--- config.mk ---
export PLATFORM = sky130hd
export DESIGN_NAME = pwm_dz_pair
export DESIGN_NICKNAME = d
export VERILOG_FILES = /design/src/rtl/pwm_dz_pkg.sv /design/src/rtl/pwm_tick_gen.sv /design/src/rtl/pwm_period_fsm.sv /design/src/rtl/pwm_dead_delay.sv /design/src/rtl/pwm_dz_pair.sv
export SDC_FILE = /design/constraint.sdc
export NUM_CORES = 1
export LEC_CHECK = 0
export ABC_AREA = 1
export BUFFER_PORTS_ARGS = -buffer_cell sky130_fd_sc_hd__buf_2
export CORE_MARGIN = 1.5
export CORE_UTILIZATION = 40
export CTS_CLUSTER_DIAMETER = 50
export CTS_CLUSTER_SIZE = 20
export DETAILED_ROUTE_END_ITERATION = 16
export GPL_ROUTABILITY_DRIVEN = 0
export PLACE_DENSITY_LB_ADDON = 0.12
export SETUP_SLACK_MARGIN = 0.5
export SLEW_MARGIN = 0
export SYNTH_ARGS = -nofsm -noshare
export SYNTH_HDL_FRONTEND = slang
export SYNTH_SLANG_ARGS = --single-unit
--- constraint.sdc ---
create_clock -name clk -period 4.92 [get_ports clk]
set_input_delay 0.246 -clock clk [delete_from_list [all_inputs] [get_ports clk]]
set_output_delay 0.246 -clock clk [all_outputs]
set_load 0.01 [all_outputs]
--- src/rtl/pwm_dz_pkg.sv ---
package pwm_dz_pkg;

    typedef enum logic [1:0] {
        ST_IDLE  = 2'd0,
        ST_COUNT = 2'd1,
        ST_HALT  = 2'd2
    } pwm_state_e;

endpackage

--- src/rtl/pwm_tick_gen.sv ---
module pwm_tick_gen #(
    parameter int PRE_W      = 8,
    parameter int DIV_STAGES = 4,
    parameter int SEL_W      = 3
) (
    input  logic             clk,
    input  logic             rst_n,
    input  logic             run,
    input  logic [PRE_W-1:0] prescale,
    input  logic [SEL_W-1:0] div_sel,
    output logic             pre_tick,
    output logic             tick
);

    logic [PRE_W-1:0]      pre_cnt;
    logic [DIV_STAGES-1:0] div_cnt;
    logic [DIV_STAGES-1:0] div_mask;

    // one mask bit per divider stage; codes past the last stage saturate
    always_comb begin
        div_mask = '0;
        for (int i = 0; i < DIV_STAGES; i++) begin
            if (int'(div_sel) > i) div_mask[i] = 1'b1;
        end
    end

    assign pre_tick = run && (pre_cnt >= prescale);
    assign tick     = pre_tick && ((div_cnt & div_mask) == div_mask);

    always_ff @(posedge clk or negedge rst_n) begin
        if (!rst_n) begin
            pre_cnt <= '0;
            div_cnt <= '0;
        end else if (!run) begin
            pre_cnt <= '0;
            div_cnt <= '0;
        end else if (pre_tick) begin
            pre_cnt <= '0;
            div_cnt <= div_cnt + 1'b1;
        end else begin
            pre_cnt <= pre_cnt + 1'b1;
        end
    end

endmodule

--- src/rtl/pwm_period_fsm.sv ---
module pwm_period_fsm
    import pwm_dz_pkg::*;
#(
    parameter int CNT_W = 16
) (
    input  logic             clk,
    input  logic             rst_n,
    input  logic             run,
    input  logic             one_shot,
    input  logic             tick,
    input  logic [CNT_W-1:0] period_buf,
    input  logic [CNT_W-1:0] cmp_buf,
    output pwm_state_e       state_q,
    output logic [CNT_W-1:0] cnt_q,
    output logic             raw_q,
    output logic             active,
    output logic             zero_evt
);

    pwm_state_e       state_nx;
    logic [CNT_W-1:0] cmp_q;
    logic [CNT_W-1:0] cnt_nx;
    logic             at_zero;
    logic             load;
    logic             dec;

    assign at_zero = (cnt_q == '0);
    assign load    = ((state_q == ST_IDLE) && run) ||
                     ((state_q == ST_COUNT) && run && tick && at_zero && !one_shot);
    assign dec     = (state_q == ST_COUNT) && run && tick && !at_zero;
    assign cnt_nx  = load ? period_buf : (dec ? cnt_q - 1'b1 : cnt_q);
    assign zero_evt = (load || dec) && (cnt_nx == '0);
    assign active  = (state_q == ST_COUNT);

    // next-state logic
    always_comb begin
        state_nx = state_q;
        unique case (state_q)
            ST_IDLE:  if (run) state_nx = ST_COUNT;
            ST_COUNT: begin
                if (!run)                              state_nx = ST_IDLE;
                else if (tick && at_zero && one_shot)  state_nx = ST_HALT;
            end
            ST_HALT:  if (!run) state_nx = ST_IDLE;
            default:  state_nx = ST_IDLE;
        endcase
    end

    // state register
    always_ff @(posedge clk or negedge rst_n) begin
        if (!rst_n) state_q <= ST_IDLE;
        else        state_q <= state_nx;
    end

    // counter, active compare and raw output
    always_ff @(posedge clk or negedge rst_n) begin
        if (!rst_n) begin
            cnt_q <= '0;
            cmp_q <= '0;
            raw_q <= 1'b0;
        end else begin
            cnt_q <= (state_nx == ST_COUNT) ? cnt_nx : '0;
            if (load) cmp_q <= cmp_buf;
            if (state_nx != ST_COUNT)  raw_q <= 1'b0;
            else if (load)             raw_q <= (period_buf == cmp_buf);
            else if (dec && (cnt_nx == cmp_q)) raw_q <= 1'b1;
        end
    end

endmodule

--- src/rtl/pwm_dead_delay.sv ---
module pwm_dead_delay #(
    parameter int DT_W = 8
) (
    input  logic            clk,
    input  logic            rst_n,
    input  logic            en,
    input  logic            pre_tick,
    input  logic [DT_W-1:0] dead_time,
    input  logic            din,
    output logic            dout
);

    logic [DT_W-1:0] hold_cnt;

    always_ff @(posedge clk or negedge rst_n) begin
        if (!rst_n)                                hold_cnt <= '0;
        else if (!din)                             hold_cnt <= '0;
        else if (pre_tick && (hold_cnt < dead_time)) hold_cnt <= hold_cnt + 1'b1;
    end

    assign dout = en ? (din && (hold_cnt >= dead_time)) : din;

endmodule

--- src/rtl/pwm_dz_pair.sv ---
module pwm_dz_pair
    import pwm_dz_pkg::*;
#(
    parameter  int CNT_W      = 16,
    parameter  int PRE_W      = 8,
    parameter  int DT_W       = 8,
    parameter  int DIV_STAGES = 4,
    localparam int SEL_W      = $clog2(DIV_STAGES + 1)
) (
    input  logic             clk,
    input  logic             rst_n,
    input  logic             run,
    input  logic             one_shot,
    input  logic [PRE_W-1:0] prescale,
    input  logic [SEL_W-1:0] div_sel,
    input  logic [CNT_W-1:0] period_buf,
    input  logic [CNT_W-1:0] cmp_buf,
    input  logic             dz_en,
    input  logic [DT_W-1:0]  dead_time,
    input  logic             irq_clr,
    output logic             pwm_a,
    output logic             pwm_b,
    output logic             irq_flag
);

    localparam int N_OUT = 2;

    logic             pre_tick;
    logic             tick;
    pwm_state_e       state_w;
    logic [CNT_W-1:0] cnt_w;
    logic             raw_w;
    logic             active_w;
    logic             zero_evt;
    logic [N_OUT-1:0] pre_out;
    logic [N_OUT-1:0] fin_out;

    pwm_tick_gen #(
        .PRE_W(PRE_W), .DIV_STAGES(DIV_STAGES), .SEL_W(SEL_W)
    ) u_tick (
        .clk(clk), .rst_n(rst_n), .run(run),
        .prescale(prescale), .div_sel(div_sel),
        .pre_tick(pre_tick), .tick(tick)
    );

    pwm_period_fsm #(.CNT_W(CNT_W)) u_fsm (
        .clk(clk), .rst_n(rst_n), .run(run), .one_shot(one_shot),
        .tick(tick), .period_buf(period_buf), .cmp_buf(cmp_buf),
        .state_q(state_w), .cnt_q(cnt_w), .raw_q(raw_w),
        .active(active_w), .zero_evt(zero_evt)
    );

    assign pre_out = {active_w & ~raw_w, raw_w};

    for (genvar g = 0; g < N_OUT; g++) begin : g_dz
        pwm_dead_delay #(.DT_W(DT_W)) u_dly (
            .clk(clk), .rst_n(rst_n), .en(dz_en), .pre_tick(pre_tick),
            .dead_time(dead_time), .din(pre_out[g]), .dout(fin_out[g])
        );
    end

    assign pwm_a = fin_out[0];
    assign pwm_b = fin_out[1];

    // sticky flag, a zero arrival wins over a clear
    always_ff @(posedge clk or negedge rst_n) begin
        if (!rst_n)        irq_flag <= 1'b0;
        else if (zero_evt) irq_flag <= 1'b1;
        else if (irq_clr)  irq_flag <= 1'b0;
    end

endmodule

======== Word level (Yosys, flattened, before mapping) ========
Index checks and enable logic that the tools add are counted.
cells by class
  shift operators ......................... 0
  divide/modulo/power cells ............... 0
  equal/unequal tests ..................... 10
  multiply operators ...................... 0
  order comparisons ....................... 9
  reductions and logical operators ........ 25
  bitwise operators ....................... 3
  muxes and demuxes ....................... 27
  add/subtract/negate cells ............... 5
operators by type and width
  kind                                                            count
  2-to-1 mux 16 bit                                               3
  2-to-1 mux 8 bit                                                6
  == test 16 bit                                                  2
  logical NOT 16 bit                                              2
  adder 8 x 1 -> 8 bit (second input constant)                    3
  >= comparator 8 bit                                             3
  logical AND 1 bit                                               16
  less-than comparator 8 bit                                      2
  subtractor 16 x 1 -> 16 bit (second input constant)             1
  2-to-1 mux 1 bit                                                11
  2-to-1 mux 2 bit                                                4
  2-to-1 mux 4 bit                                                2
  greater-than comparator 3 x 1 -> 1 bit (second input constant)  2
  greater-than comparator 3 x 2 -> 1 bit (second input constant)  2
  inequality test 2 x 1 -> 1 bit (second input constant)          3
  one-hot mux 2 bit (3 select lines)                              1
  adder 4 x 1 -> 4 bit (second input constant)                    1
  bitwise AND 4 bit                                               1
  == test 2 x 1 -> 1 bit (second input constant)                  2
  == test 4 bit                                                   1
  nonzero test 3 bit                                              1
  == test 2 bit (second input constant)                           1
  logical NOT 1 bit                                               2
  logical NOT 2 bit                                               1
  5 further kinds                                                 6
word-level totals
  flip-flop bits (word level) ............. 64
  bits in read-only memories .............. 0
  bits in latches ......................... 0
  RAM bits ................................ 0
  memories ................................ 0
  output and inout port bits .............. 3

======== Longest topological paths before layout ========
Gate-level depths: netlist of the first run.
  depth in word-level cells ............... 15
  mapped depth ............................ 23
  gate-level depth less buffers ........... 23

======== By module ========
Synthesis of the first run repeated with hierarchy kept, for this count alone.
second synthesis, totals
  cell total of the unflattened synthesis .. 750
  area total of the unflattened synthesis .. 5146.2 sq um
by module, submodules not included
  module          area each (sq um)  cells an instance  times used
  pwm_period_fsm  2773.9             437                1
  pwm_dead_delay  725.7              100                2
  pwm_tick_gen    870.8              106                1
  pwm_dz_pair     50.0               7                  1

======== Worst setup path after synthesis of the first run ========
No wires, ideal clock.
  path kind ............................... register -> register
  start ................................... register u_tick.pre_cnt[2]
  end ..................................... register u_fsm.raw_q
  clock period less this slack ............ 2282 ps
  slack ................................... 2638 ps
  stages on the path, launching flop included .. 21
  data arrival time ....................... 2208 ps
  cells stage by stage .................... dfrtp_1 -> ha_1 -> nand2_1 -> nor2_1 -> nor2_1 -> nand2_1 -> nand2_1 -> nand2_2 -> nand4_4 -> buf_2 -> o21ai_0 -> nand2_1 -> nand2_1 -> nand2_1 -> nand2_1 -> nand2_1 -> nor2_1 -> nand3_1 -> nor2_1 -> nand2_1 -> a21oi_2
between the ends
  cells in the longest elaborated chain, start to end .. 11
ends and longest elaborated chain
  element                         line                                        source
  from (decl)                     pwm_tick_gen.sv:15                          logic [PRE_W-1:0] pre_cnt;
  from (signal assigned)          pwm_tick_gen.sv:41                          pre_cnt <= pre_cnt + 1'b1;
  >= comparator 8 bit *           pwm_tick_gen.sv:27                          assign pre_tick = run && (pre_cnt >= prescale);
  logical AND 1 bit *             pwm_tick_gen.sv:27
  logical AND 1 bit *             pwm_tick_gen.sv:28                          assign tick = pre_tick && ((div_cnt & div_mask) == div_mask);
  logical AND 1 bit               pwm_period_fsm.sv:29, pwm_period_fsm.sv:30
  logical AND 1 bit (2 in a row)  pwm_period_fsm.sv:29                        ((state_q == ST_COUNT) && run && tick && at_zero && !one_shot);
  logical OR 1 bit                pwm_period_fsm.sv:28                        assign load = ((state_q == ST_IDLE) && run) ||
  2-to-1 mux 16 bit               pwm_period_fsm.sv:31                        assign cnt_nx = load ? period_buf : (dec ? cnt_q - 1'b1 : cnt_q);
  == test 16 bit                  pwm_period_fsm.sv:66                        else if (dec && (cnt_nx == cmp_q)) raw_q <= 1'b1;
  logical AND 1 bit               pwm_period_fsm.sv:66
  nonzero test 3 bit (no line)    n/a
  to (signal assigned)            pwm_period_fsm.sv:65                        else if (load) raw_q <= (period_buf == cmp_buf);
  to (decl)                       pwm_period_fsm.sv:15                        output logic raw_q,
Mark *: on every way between the ends. The rest lies on a longest branch, timed or not.
A chain may end at the register's enable or synchronous reset.

======== Worst setup path after layout of the first run ========
  start ................................... register u_tick.pre_cnt[2]
  end ..................................... register irq_flag
between the ends
  cells in the longest elaborated chain, start to end .. 11
ends and longest elaborated chain
  element                                                        line                                        source
  >= comparator 8 bit *                                          pwm_tick_gen.sv:27
  logical AND 1 bit *                                            pwm_tick_gen.sv:27
  logical AND 1 bit *                                            pwm_tick_gen.sv:28
  logical AND 1 bit *                                            pwm_period_fsm.sv:29, pwm_period_fsm.sv:30
  logical AND 1 bit (2 in a row)                                 pwm_period_fsm.sv:29
  logical OR 1 bit                                               pwm_period_fsm.sv:28
  2-to-1 mux 16 bit                                              pwm_period_fsm.sv:31
  logical NOT 16 bit                                             pwm_period_fsm.sv:32                        assign zero_evt = (load || dec) && (cnt_nx == '0);
  logical AND 1 bit *                                            pwm_period_fsm.sv:32
  2-to-1 mux 1 bit / nonzero test 2 bit (equally long branches)  n/a
  to (signal assigned)                                           pwm_dz_pair.sv:67                           if (!rst_n) irq_flag <= 1'b0;
  to (signal assigned)                                           pwm_dz_pair.sv:68                           else if (zero_evt) irq_flag <= 1'b1;
  to (signal assigned)                                           pwm_dz_pair.sv:69                           else if (irq_clr) irq_flag <= 1'b0;
  to (decl)                                                      pwm_dz_pair.sv:23                           output logic irq_flag
Marks and branches as above.

==> impl_metrics.py, run 1 <==
metrics = {
    "global_routing": {
        "grt_max_degree": 65,
        "use_met1_pct": 24.67,
        "grt_pass1_wl_microns": 18640,
        "grt_use_met3_pct": 2.406,
        "globalRoute.busiestLayer": "met2",
        "antenna_found_initial": 0,
        "grtUsageMet2_pct": 30.27,
        "overflow": 0,
        "grt_usage_pct": 18.54,
        "grt_pass1_vias": 3948,
    },
    "floorplanning": {
        "coreArea_sq_mm": 0.01142,
        "fp.dieW_microns": 111.3,
        "rows": 39,
        "start_util_pct": 41.07,
        "dieArea_sq_mm": 0.01238,
        "io_pins": 60,
        "die_y_microns": 111.3,
    },
    "power_and_ir_drop": {
        "p_int_mw": 1.021,
        "peakVddDrop_mv": 0.1213,
        "fin_total_pwr_mw": 1.442,
        "power_density_mw_per_mm2": 269.2,
        "seq_power_share_pct": 40.6,
        "combPwrFrac_pct": 19.8,
        "swShare_pct": 29.16,
        "p_clk_share_pct": 39.6,
        "p_leak_nw": 2.856,
        "switchingPower_uw": 420.4,
    },
    "clock_network": {
        "postCtsSetupBuffers": 0,
        "htree_num_levels": 3,
        "cts.sinks": 64,
        "clock_latency_ns": 0.33,
        "clkTransAtPathRegs_ns": 0.05,
        "post_cts_resize_count": 0,
        "cts_tree": "built",
        "postCtsHoldBufs": 0,
        "cts_buffers": 9,
        "cts_buffer_depth": 2,
        "root_buffer": "clkbuf_16",
    },
    "sta": {
        "max_freq_mhz": 308.6,
        "slew_violations": 0,
        "setup_viol": 0,
        "post-route-min-period_ns": 3.240,
        "relSlewSlack_pct": 39.61,
        "rsz0062_at_grt": "no",
        "setup-tns-final_ns": 0,
        "min_period_over_period_pct": 65.86,
        "tightest_slew_ns": 0.9036,
        "skew_ns": 0.005579,
        "hold_violations": 0,
    },
    "placed_design": {
        "numPortBuffers": 59,
        "dp_hpwl_microns": 8557,
    },
    "route": {
        "vias": 4322,
        "routed_wl_microns": 11050,
        "drt_iter0_drc": 259,
        "postRouteAntennaNets": 0,
        "drc": 0,
        "vias_per_cell": 4.906,
        "wl_per_cell_microns": 12.54,
        "drt-pass1-iter-count": 6,
    },
    "layout": {
        "final_nets": 822,
        "num_antenna_cells": 0,
        "layout-drive-gt1-share_pct": 13.01,
        "area_delta_synth_final_pct": 14.19,
        "final.fill_count": 1190,
    },
    "synth": {
        "syn_avg_cell_area_sq_um": 6.927,
        "ys_ff_latch": 64,
        "async_reset_ff_share_pct": 100.0,
        "synthDistinctLibCells": 36,
        "synth_ff_type": "dfrtp_1",
        "ys_warn_count": 0,
        "synth_edf_count": 0,
        "synth_commonest_cells": "nand2_1, inv_1, nor2_1",
        "syn_inst": 677,
        "yosysMostFrequentCell": "nand2_1",
        "seq_area_frac_synth_pct": 34.15,
        "synth_top_area_share_pct": 34.15,
        "syn_nets": 763,
        "netlist_area_sq_mm": 0.004689,
        "ys_top_cells_by_area": "dfrtp_1, nand2_1, inv_1, ha_1, nor2_1",
        "yosys.area.top_type": "dfrtp_1",
    },
    "worst_setup_path": {
        "cp_data_arrival_time_ns": 3.49,
        "cpMostUsedCell": "nand2_1",
        "end_kind": "register",
        "worst-setup-path-type": "register to register",
        "cp-start-kind": "register",
        "critPathMaxFanout": 44,
        "cpPeakStageDelay_ns": 0.69,
        "worstPathRequired_ns": 5.16,
        "cp_slowest_cell": "nor2_4",
        "crit_chain": "ha_1 -> nand2_1 -> nor2_1 -> nor2_1 -> nand2_1 -> nand2_1 -> nand2_2 -> nand4_4 -> nor2_4 -> nor2_4 -> nand3_1 -> nand2_1 -> nand4_1 -> nor3_1 -> nand3_1 -> o21ai_0",
    },
    "worst_hold_path": {
        "holdCritPathClass": "input port to async pin",
    },
    "job": {
        "drv_cap": 0,
    },
    "run_status": {
        "status": "finished clean",
    },
}
[per-stage QoR]
step           std cells  utilization [%]  instance area (sq um)  hold WS, ns  worst slack, ns
6_report             881            46.90                   5355       0.1062            1.680
5_1_grt              881            46.90                   5355       0.1344            1.291
4_1_cts              881            46.90                   5355       0.1129            1.657
3_5_place_dp         868            44.61                   5094       0.4529            1.684
3_3_place_gp         868            44.61                   5094       0.4377            1.733
2_1_floorplan        677                -                   4690     -0.04959            2.638
[layer usage]
| metal | wire, microns | part of all wire, % | vias to the layer above |
|---|---|---|---|
| met1 | 5378 | 49 | 1899 |
| met2 | 4937 | 45 | 111 |
| li1 | - | - | 2289 |
| met3 | 447 | 4.0 | 23 |
| met5 | 0 | 0 | - |
| met4 | 287 | 2.6 | 0 |
[critical path, delay by kind of cell (launching register included)]
kind	cells	cell delay (ns)
fa+ha+maj	1	0.28
simple gates	14	2.37
flops	1	0.41
compound gates	1	0.09
[cell usage in the layout, fill, tap and decap left out, types with 3 or more instances in the layout]
master and count:
nand2_1 177, clkbuf_16 9, nor2_4 3, dfrtp_1 64
nor3_1 15, xor2_1 13, nor2_2 4, a21oi_1 31
nand3b_1 5, and3_1 6, inv_1 98, nor4_1 6
o21ai_0 43, nand2_2 4, ha_1 29, nor2_1 74
nand4_1 11, nand3_1 55, xnor2_1 6, buf_2 59
inv_2 5
[final timing paths]
kind | startpoint | to | slack [ns] | depth (start not counted)
min in group clk | irq_clr | irq_flag$_DFFE_PN0P_ | 0.11 | 2
min | rst_n | u_tick.pre_cnt[1]$_DFF_PN0_ | 0.11 | 2
max in group asynchronous | rst_n | g_dz[0].u_dly.hold_cnt[1]$_DFFE_PN0P_ | 4.25 | 2
max | u_tick.pre_cnt[2]$_DFF_PN0_ | irq_flag$_DFFE_PN0P_ | 1.68 | 16
max reg2reg | u_tick.pre_cnt[2]$_DFF_PN0_ | irq_flag$_DFFE_PN0P_ | 1.68 | 16
min reg2reg | u_tick.pre_cnt[0]$_DFF_PN0_ | u_tick.pre_cnt[0]$_DFF_PN0_ | 0.48 | 1
[flip-flops by register name (all words and copies together) (netlist names)]
name,flops
u_tick.div_cnt,4
g_dz.u_dly.hold_cnt,16
u_fsm.raw_q,1
irq_flag,1
u_fsm.cmp_q,16
u_fsm.cnt_q,16
u_fsm.state_q,2
u_tick.pre_cnt,8
[power by group through the flow]
stage	clock, mW	combinational (mW)	sequential, mW
2_1_floorplan	0	0.200	0.586
3_3_place_gp	0	0.282	0.593
3_5_place_dp	0	0.286	0.594
5_1_grt	0.609	0.330	0.589
6_report	0.571	0.285	0.585
4_1_cts	0.585	0.288	0.585
[layout make-up]
cell class / count / area [sq um] / area share (%)
Sequential cell: 64 / 1602 / 29.91
Tap cell: 143 / 178.9 / 3.341
Inverter: 104 / 395.4 / 7.383
Timing Repair Buffer: 60 / 302.8 / 5.654
Clock inverter: 1 / 5.005 / 0.09346
Clock buffer: 12 / 256.5 / 4.790
Multi-Input combinational cell: 497 / 2615 / 48.83
[cells by family after synthesis]
| group | after synthesis | synth area share [%] |
|---|---|---|
| AND/OR/NAND/NOR | 366 | 34.85 |
| XOR/XNOR | 19 | 3.549 |
| flip-flops | 64 | 34.15 |
| buffers and inverters | 116 | 10.09 |
| adder cells (fa/ha/maj) | 29 | 7.738 |
| AO/OA/AOI/OAI | 83 | 9.632 |
No activity file was read; power rests on OpenSTA's default activity.
==> run 2, diff against run 1 <==
--- a/config.mk
+++ b/config.mk
@@ -5,7 +5,7 @@
 export SDC_FILE = /design/constraint.sdc
 export NUM_CORES = 1
 export LEC_CHECK = 0
-export ABC_AREA = 1
+export ABC_AREA = 0
 export BUFFER_PORTS_ARGS = -buffer_cell sky130_fd_sc_hd__buf_2
 export CORE_MARGIN = 1.5
 export CORE_UTILIZATION = 40
==> constraint.sdc (replaced) <==
create_clock -name clk -period 2.6 [get_ports clk]
set_input_delay 0.13 -clock clk [delete_from_list [all_inputs] [get_ports clk]]
set_output_delay 0.13 -clock clk [all_outputs]
set_load 0.01 [all_outputs]
==> run 2 against run 1 <==
  * The flow now finishes with violations (negative setup slack)
  * Sequential cell count did not move
  * Register-to-register slack got worse by 1.9 ns
  * Combinational power grew to 2.6 times the previous value
  * Via count rose by 12%
  * Sequential share of layout area decreased by 7.0 points
  * Maximum frequency increased by 14%
  * Critical path type unchanged
  * Largest cell class unchanged
  * Highest routed layer unchanged
==> impl_metrics.py, run 2 <==
metrics = {
    "run_status": {
        "status": "finished with violations",
        "failed_checks": "negative setup slack",
    },
    "synth": {
        "synth_mux_area_share_pct": 1.939,
        "synth-simple-area-share_pct": 24.99,
        "synth_top_area_share_pct": 34.00,
        "synth-xor-area-share_pct": 11.77,
        "ys_warn_count": 0,
        "yosysMostFrequentCell": "nand2_1",
        "yosys.area.top_type": "dfrtp_1",
        "synth-compound-area-share_pct": 15.03,
        "synth_top_family_by_area": "simple AND/OR/NAND/NOR gates",
        "async_reset_ff_share_pct": 100.0,
        "synth_edf_count": 0,
        "synth_fa_ha_area_share_pct": 7.703,
        "synth_commonest_cells": "nand2_1, dfrtp_1, nor2_1",
        "syn_nets": 625,
        "synth_ff_type": "dfrtp_1",
        "syn_avg_cell_area_sq_um": 8.740,
        "synthDistinctLibCells": 71,
        "seq_area_frac_synth_pct": 34.00,
        "ys_ff_latch": 64,
        "netlist_area_sq_mm": 0.004711,
        "syn_inst": 539,
        "ys_top_cells_by_area": "dfrtp_1, ha_1, xnor2_1, nand2_1, xor2_1",
    },
    "route": {
        "drc": 0,
        "postRouteAntennaNets": 0,
        "drt_iter0_drc": 342,
        "routed_wl_microns": 15240,
        "wl_per_cell_microns": 17.69,
        "drt-pass1-iter-count": 5,
        "vias_per_cell": 5.607,
        "vias": 4828,
    },
    "global_routing": {
        "overflow": 0,
        "antenna_found_initial": 0,
        "grt_usage_pct": 23.89,
        "grt_pass1_vias": 4510,
        "grt_max_degree": 38,
        "grt_pass1_wl_microns": 23200,
    },
    "layout": {
        "final_cell_mix": "buf_4, dfrtp_1, buf_2, nand2_1, nor2_1",
        "area_delta_synth_final_pct": 48.98,
        "stdcell_count": 861,
        "final.fill_count": 978,
        "num_antenna_cells": 0,
        "fin_area_sq_mm": 0.007018,
        "layout-drive-gt1-share_pct": 40.95,
        "top_regs": "g_dz.u_dly.hold_cnt: 16 flops, u_fsm.cmp_q: 16 flops, u_fsm.cnt_q: 16 flops",
        "final_nets": 799,
        "layout_commonest_cell": "buf_4",
    },
    "clock_network": {
        "cts_buffer_depth": 2,
        "root_buffer": "clkbuf_16",
        "clkTransAtPathRegs_ns": 0.06,
        "cts_tree": "built",
        "cts_buffers": 9,
        "htree_num_levels": 3,
        "cts.sinks": 64,
        "clock_latency_ns": 0.34,
    },
    "power_and_ir_drop": {
        "power_density_mw_per_mm2": 420.9,
        "fin_total_pwr_mw": 2.954,
        "p_leak_nw": 3.279,
        "peakVddDrop_mv": 0.3199,
    },
    "worst_setup_path": {
        "worstPathRequired_ns": 2.83,
        "end_kind": "register",
        "r2r_start": "u_tick.pre_cnt[6]$_DFF_PN0_",
        "reg2reg_slack_ns": -0.24,
        "r2r-end": "u_fsm.raw_q$_DFFE_PN0P_",
        "critPathMaxFanout": 4,
        "worst-setup-path-type": "register to register",
        "cp_data_arrival_time_ns": 3.07,
        "cp-start-kind": "register",
        "ff2ff_path_depth": 11,
    },
    "floorplanning": {
        "io_pins": 60,
        "dieArea_sq_mm": 0.01244,
        "start_util_pct": 41.08,
        "fp.dieW_microns": 111.5,
        "coreArea_sq_mm": 0.01147,
        "rows": 39,
        "die_y_microns": 111.5,
    },
    "placed_design": {
        "dp_hpwl_microns": 11080,
        "placed_cell_area_sq_mm": 0.005819,
        "place_worst_setup_slack_ns": -0.2953,
        "dp.cells": 812,
        "numPortBuffers": 59,
    },
    "sta": {
        "hold_violations": 0,
        "tightest_slew_ns": 0.9184,
        "max_freq_mhz": 352.4,
        "relSlewSlack_pct": 38.77,
        "skew_ns": 0.007100,
        "rsz0062_at_grt": "yes",
        "slew_violations": 0,
        "min_period_over_period_pct": 109.2,
        "post-route-min-period_ns": 2.838,
        "setup_viol": 6,
        "final.setup.worst_slack_ns": -0.2380,
    },
    "worst_hold_path": {
        "holdPathStages": 3,
        "holdCritPathClass": "input port to register",
        "hp-start": "cmp_buf[13]",
        "min_to": "u_fsm.cmp_q[13]$_DFFE_PN0P_",
    },
    "job": {
        "drv_cap": 0,
    },
}
-- run 2: power by group --
group	internal [mW]	total (mW)	switching [mW]
Combinational	0.350	0.733	0.382
Sequential	1.05	1.11	0.0633
Clock	0.664	1.11	0.445
-- run 2: per-stage QoR --
stage	hold slack, ns	TNS, ns	utilization [%]
floorplan	-0.1656	0	-
global placement	0.3138	-1.263	50.75
detailed placement	0.3212	-2.129	50.75
CTS	0.001493	-0.6492	54.74
global route	0.01560	-1.314	61.20
finish	0.004731	-0.5956	61.20
-- run 2: worst max-delay path, cell delays in order (launching register included) --
cell,delay [ns]
dfrtp_1,0.42
ha_4,0.29
nand4_1,0.14
buf_4,0.17
a31o_4,0.24
buf_4,0.14
a2111o_1,0.38
o21a_1,0.15
a211oi_1,0.49
a2111oi_2,0.07
a21oi_1,0.18
a21oi_1,0.05
-- run 2: cells by family (layout without fill, tap and decap cells) --
group           Yosys count  count (layout)
compound gates           92              93
fa+ha+maj                29              29
xor+xnor                 60              60
buf+inv                  51             228
simple gates            234             235
flops                    64              64
mux                       9               9
-- run 2: per-layer routing --
layer | vias up | GRT usage, % | part of all wire (%)
li1 | 2292 | - | -
met1 | 2303 | 31.87 | 44
met2 | 187 | 37.67 | 47
met3 | 46 | 3.865 | 5.3
met4 | 0 | 12.15 | 4.1
met5 | - | 0 | 0
-- run 2: what timing repair did --
item | in CTS | in global routing
pin swaps | 15 | 40
cloned | 2 | 1
hold endpoints to repair | 35 | 0
buffers inserted | 6 | 23
gates resized for setup | 31 | 113
hold buffers | 1 | 0
endpoints found under the setup margin | 64 | 65
-- run 2: area by class of cell --
cell class,count,area (sq um),share of cell area [%]
Clock inverter,4,20.02,0.2853
Timing Repair Buffer,179,1339,19.08
Multi-Input combinational cell,426,3492,49.76
Inverter,33,136.4,1.943
Tap cell,143,178.9,2.549
Sequential cell,64,1605,22.87
Clock buffer,12,246.5,3.512
-- run 2: worst max-delay path by stage --
stage,from,end,slack (ns),depth (start not counted)
5_1_grt,u_tick.pre_cnt[1]$_DFF_PN0_,irq_flag$_DFFE_PN0P_,-0.32,11
2_1_floorplan,u_tick.pre_cnt[1]$_DFF_PN0_,u_fsm.raw_q$_DFFE_PN0P_,0.09,11
4_1_cts,u_tick.pre_cnt[1]$_DFF_PN0_,irq_flag$_DFFE_PN0P_,-0.19,10
3_3_place_gp,u_tick.pre_cnt[6]$_DFF_PN0_,irq_flag$_DFFE_PN0P_,-0.22,10
6_report,u_tick.pre_cnt[6]$_DFF_PN0_,u_fsm.raw_q$_DFFE_PN0P_,-0.24,11
3_5_place_dp,u_tick.pre_cnt[2]$_DFF_PN0_,u_fsm.raw_q$_DFFE_PN0P_,-0.30,11
